**src/rtl/sd_card_clkgen.sv**
```systemverilog
module sd_card_clkgen #(
  parameter int DIV_W = 8
) (
  input  logic             src_clk,
  input  logic             rst_n,
  input  logic             clk_en,
  input  logic [DIV_W-1:0] div_val,
  input  logic             bypass,
  input  logic             rw_stop_mode,
  input  logic             rw_start,
  input  logic             blk_end,
  input  logic             fifo_ok,
  input  logic             cmd_req,
  input  logic             dat1_in,
  output logic             card_clk,
  output logic             rise_stb,
  output logic             fall_stb,
  output logic             rw_stopped,
  output logic             card_irq
);

  localparam int PW = DIV_W + 1;

  logic          run_q, sclk_q, rise_q, fall_q, gate_n;
  logic [PW-1:0] cnt_q, per_q;
  logic          rw_pend;
  logic [1:0]    rw_left;
  logic [1:0]    d1_sync;
  logic          irq_q;

  logic          rw_hold, go, bnd, run_d, sclk_d;
  logic [PW-1:0] cnt_d, per_d;

  assign rw_hold    = rw_pend && (rw_left == 2'd0);
  assign go         = clk_en && (cmd_req || (fifo_ok && !rw_hold));
  assign bnd        = !run_q || bypass || (cnt_q == per_q - PW'(1));
  assign rw_stopped = rw_hold && !run_q;
  assign card_irq   = irq_q;

  always_comb begin
    if (bnd) begin
      run_d = go;
      cnt_d = '0;
      per_d = PW'(div_val) + PW'(2);
    end else begin
      run_d = 1'b1;
      cnt_d = cnt_q + PW'(1);
      per_d = per_q;
    end
    sclk_d = !bypass && run_d && (cnt_d < ((per_d + PW'(1)) >> 1));
  end

  always_ff @(posedge src_clk or negedge rst_n) begin
    if (!rst_n) begin
      run_q  <= 1'b0;
      cnt_q  <= '0;
      per_q  <= PW'(2);
      sclk_q <= 1'b0;
      rise_q <= 1'b0;
      fall_q <= 1'b0;
    end else begin
      run_q  <= run_d;
      cnt_q  <= cnt_d;
      per_q  <= per_d;
      sclk_q <= sclk_d;
      rise_q <= sclk_d && !sclk_q;
      fall_q <= !sclk_d && sclk_q;
    end
  end

  always_ff @(negedge src_clk or negedge rst_n) begin
    if (!rst_n) gate_n <= 1'b0;
    else        gate_n <= bypass && go;
  end

  assign card_clk = bypass ? (src_clk && gate_n) : sclk_q;
  assign rise_stb = bypass ? run_q : rise_q;
  assign fall_stb = bypass ? run_q : fall_q;

  always_ff @(posedge src_clk or negedge rst_n) begin
    if (!rst_n) begin
      rw_pend <= 1'b0;
      rw_left <= 2'd0;
    end else if (rw_start) begin
      rw_pend <= 1'b0;
      rw_left <= 2'd0;
    end else if (blk_end && rw_stop_mode) begin
      rw_pend <= 1'b1;
      rw_left <= 2'd2;
    end else if (bnd && run_q && rw_pend && rw_left != 2'd0) begin
      rw_left <= rw_left - 2'd1;
    end
  end

  always_ff @(posedge src_clk or negedge rst_n) begin
    if (!rst_n) begin
      d1_sync <= 2'b11;
      irq_q   <= 1'b0;
    end else begin
      d1_sync <= {d1_sync[0], dat1_in};
      if (rw_start)                      irq_q <= 1'b0;
      else if (rw_stopped && !d1_sync[1]) irq_q <= 1'b1;
    end
  end

  logic [PW-1:0] hi_len;
  always_ff @(posedge src_clk or negedge rst_n) begin
    if (!rst_n)      hi_len <= '0;
    else if (sclk_q) hi_len <= hi_len + PW'(1);
    else             hi_len <= '0;
  end


  hi_phase_chk: assert property (@(posedge src_clk) disable iff (!rst_n)
    (!bypass && $fell(sclk_q)) |-> (hi_len == ((per_q + PW'(1)) >> 1)));


  strobe_align_chk: assert property (@(posedge src_clk) disable iff (!rst_n)
    (!bypass && rise_stb) |-> (card_clk && !fall_stb));


  enable_gate_chk: assert property (@(posedge src_clk) disable iff (!rst_n)
    (!bypass && $rose(sclk_q)) |-> $past(clk_en));


  rw_quiet_chk: assert property (@(posedge src_clk) disable iff (!rst_n)
    rw_stopped |-> (!rise_stb && !fall_stb));


  irq_window_chk: assert property (@(posedge src_clk) disable iff (!rst_n)
    $rose(card_irq) |-> $past(rw_stopped));

endmodule

```
**config.mk**
```make
export PLATFORM = sky130hd
export DESIGN_NAME = sd_card_clkgen
export DESIGN_NICKNAME = d
export VERILOG_FILES = /design/src/rtl/sd_card_clkgen.sv
export SDC_FILE = /design/constraint.sdc
export NUM_CORES = 1
export LEC_CHECK = 0
export ABC_AREA = 1
export CORE_ASPECT_RATIO = 0.9
export CORE_MARGIN = 2
export CORE_UTILIZATION = 45
export DETAILED_ROUTE_END_ITERATION = 6
export DONT_BUFFER_PORTS = 1
export PLACE_DENSITY_LB_ADDON = 0.3
export SYNTH_ARGS = -nofsm -noshare
export SYNTH_HDL_FRONTEND = slang
export SYNTH_SLANG_ARGS = --single-unit
```
**constraint.sdc**
```tcl
create_clock -name src_clk -period 8.2 [get_ports src_clk]
set_input_delay 0.82 -clock src_clk [delete_from_list [all_inputs] [get_ports src_clk]]
set_output_delay 0.82 -clock src_clk [all_outputs]
set_load 0.005 [all_outputs]
```
# --- After elaboration in Yosys (flattened, before gate mapping) ---
# Cells that the tools add are included.
op_classes:
  add_sub_neg: 5
  n_lt_le_gt_ge: 1
  eq_ne: 1
  muxes: 13
  n_reduce_logical: 29
op_table:
  columns: ["operator", "n"]
  rows:
  - ["9-bit by 1-bit adder with 9-bit output, second input constant", 2]
  - ["9-bit 2-to-1 mux", 2]
  - ["1-bit logical AND", 15]
  - ["8-bit by 2-bit adder with 9-bit output, second input constant", 1]
  - ["9-bit equality test", 1]
  - ["9-bit by 8-bit less-than comparator with 1-bit output", 1]
  - ["9-bit by 1-bit subtractor with 9-bit output, second input constant", 1]
  - ["1-bit 2-to-1 mux", 8]
  - ["1-bit logical NOT", 6]
  - ["2-bit 2-to-1 mux", 3]
  - ["2-bit nonzero test", 3]
  - ["1-bit logical OR", 3]
  - ["3-bit nonzero test", 1]
  - ["2-bit logical NOT", 1]
  - ["2-bit by 1-bit subtractor with 2-bit output, second input constant", 1]
word_totals:
  register_bits: 29
  inputBits: 18
  out_inout_bits: 5
  word_cells: 60

# --- Longest topological paths before layout ---
depth:
  depth_word: 11
  depth_mapped: 29
  mapped_depth_nobuf: 28

==> run_results.csv <==
group,metric,value,unit
worst_setup_path,rrSetupSlack,3.02,ns
floorplanning,ioPinCount,23,
floorplanning,dieArea,5260,µm²
cells_and_area,final_cell_mix,"nand2_1 (92), inv_1 (51), nor2_1 (37)",
placed_design,portBuffers,0,
timing,hold_viol,0,
detailed_routing,drtAntennaViolNets,0,
cells_and_area,drive_gt1_share,9.21,%
worst_setup_path,regToRegEndpoint,"gate_n",
timing,rsz0062_at_grt,"false",
worst_setup_path,cp_top_family,"flip-flops",
synth,synth-seq-cells,29,
detailed_routing,drt_first_iter_violations,140,
global_route,grt_use_total,18.4,%
clock_network,cts_tree,"built",
timing,timing.hold.ws,0.123,ns
placed_design,dpl_cell_area,2150,µm²
timing,skew,0.0221,ns
cells_and_area,n_antenna_cell,0,
floorplanning,die_height,69.0,µm
worst_setup_path,slowest_stage,"dfrtn_1",
status,outcome,"finished clean",
worst_setup_path,worst-setup-path-type,"register to output pin",
cells_and_area,stdcell_area,2280,µm²
synth,synthArstFlopShare,100,%
global_route,gr-total-overflow,0,
worst_setup_path,ff2ff_path_depth,6,
run,cap_violations,0,
cells_and_area,nFillCells,468,
synth,synth_top_cell_by_area,"dfrtp_1",
worst_setup_path,path_cells,"nand3_1 > nand2_1",
worst_setup_path,end_kind,"output pin",
timing,slew_violations,0,
placed_design,pre_cts_ws,2.78,ns
synth,syn_inst,307,
synth,synth_nets,337,
placed_design,dp_hpwl,3320,µm
clock_network,clk_latency,0.41,ns
floorplanning,num_rows,23,
power_and_ir_drop,p_leak,1.19,nW
synth,seq_area_frac_synth,34.5,%
synth,yosys_warnings,0,
cells_and_area,fin_util,50.8,%
worst_setup_path,crit_required,7.38,ns
global_route,grt_pass1_vias,1653,
timing,tightest_slew,0.439,ns
floorplanning,start_util,47.0,%
synth,synth_top_area_share,29.6,%
clock_network,cts_resized,0,
synth,synth_area,2110,µm²
floorplanning,fp.dieW,76.2,µm
detailed_routing,drc,0,
global_route,antenna_found_initial,0,
synth,synth_edf_count,0,
placed_design,place_congestion,0.890,
worst_setup_path,cp_num_cells,2,
worst_setup_path,slowest_delay,0.38,ns
worst_setup_path,cp_max_fo,1,
timing,layout_setup_ws,2.35,ns
synth,synthFlopType,"dfrtp_1",
worst_hold_path,min_path_type,"primary input to async pin",
detailed_routing,vias_per_cell,4.92,
cells_and_area,final_common_cell,"nand2_1",
detailed_routing,vias,1854,
worst_setup_path,critPathBufInv,0,
worst_setup_path,critical_path_arrival,5.03,ns
worst_setup_path,reg2reg_from,"rw_left[0]",
detailed_routing,wirelength,4380,µm
cells_and_area,areaGrowthSynthToFinish,8.00,%
clock_network,hold_buffers,0,
power_and_ir_drop,power_density,180,nW/µm²
power_and_ir_drop,ir_drop,0.116,mV
worst_setup_path,start_kind,"register",
floorplanning,coreArea,4490,µm²
synth,synth_area_per_cell,6.88,µm²
detailed_routing,drtPass1Iterations,5,
detailed_routing,routedWlPerCell,11.6,µm
global_route,grt_first_pass_wirelength,7400,µm
timing,relSlewSlack,70.5,%
global_route,grt_max_degree,38,
clock_network,post-cts-setup-buffer-count,0,
synth,yosysUniqueCellTypes,29,
clock_network,path_clk_slew,0.07,ns
timing,setup_viol,0,
timing,finalSetupTns,0,ns
cells_and_area,num-nets-final,344,
synth,yosys-top-cells-area,"dfrtp_1 (30%), nand2_1 (16%), inv_1 (9.1%)",
==> kinds of logic after synthesis <==
family	synth area share, %
AOI/OAI and AO/OA	8.18
buffers and inverters	10.8
DFF	34.5
and+or+nand+nor	35.2
xor gates and xnor gates	4.15
adders and majority gates	7.11
==> Yosys cell counts (all sizes together) (2+ instances only) <==
cell / number
nor3: 5
a21oi: 5
buf: 3
nand3: 20
xor2: 10
dfrtp: 25
nand3b: 2
inv: 51
nor2: 41
nor3b: 3
ha: 12
nand4: 4
nand2: 97
dfstp: 3
o21ai: 20
==> sequential cells by signal, indices dropped and copies added, names as in the netlist <==
signal    cells
cnt_q         9
per_q         9
d1_sync       2
rw_left       2
card_irq      1
fall_q        1
gate_n        1
rise_q        1
run_q         1
rw_pend       1
sclk_q        1
==> worst max-delay path by stage <==
| stage | start | endpoint | slack, ns |
|---|---|---|---|
| 6_report | gate_n | card_clk | 2.35 |
| 5_1_grt | gate_n | card_clk | 2.30 |
| 3_5_place_dp | gate_n | card_clk | 2.78 |
| 4_1_cts | gate_n | card_clk | 2.34 |
| 2_1_floorplan | gate_n | card_clk | 2.79 |
| 3_3_place_gp | gate_n | card_clk | 2.79 |
==> layout make-up <==
class / instances / area (µm²) / share of cell area, %
tap: 62 / 77.6 / 3.40
inverter: 51 / 191 / 8.39
clock buffer: 8 / 110 / 4.83
multi-input combinational: 224 / 1150 / 50.6
sequential: 29 / 729 / 32.0
clock inverter: 3 / 17.5 / 0.768
==> power by group <==
group | internal (mW) | total (mW) | leakage, nW | switching (mW)
registers | 0.155 | 0.164 | 0.369 | 0.00987
clock network | 0.0898 | 0.155 | 0.0726 | 0.0653
logic | 0.0304 | 0.0902 | 0.748 | 0.0597
total | 0.275 | 0.410 | 1.19 | 0.135
==> metrics by stage <==
step                total power [mW]  cells
CTS                            0.413    377
detailed placement             0.257    366
finish                         0.410    377
global placement               0.256    366
floorplan                      0.241    307
global route                   0.436    377
==> layer usage <==
metal | part of all wire [%] | GRT usage [%]
met5 | 0 | 0
met4 | 1.1 | 8.18
met3 | 5.2 | 4.43
met2 | 46 | 29.6
met1 | 48 | 24.0
Note: power is estimated with default switching activity, not from simulation.
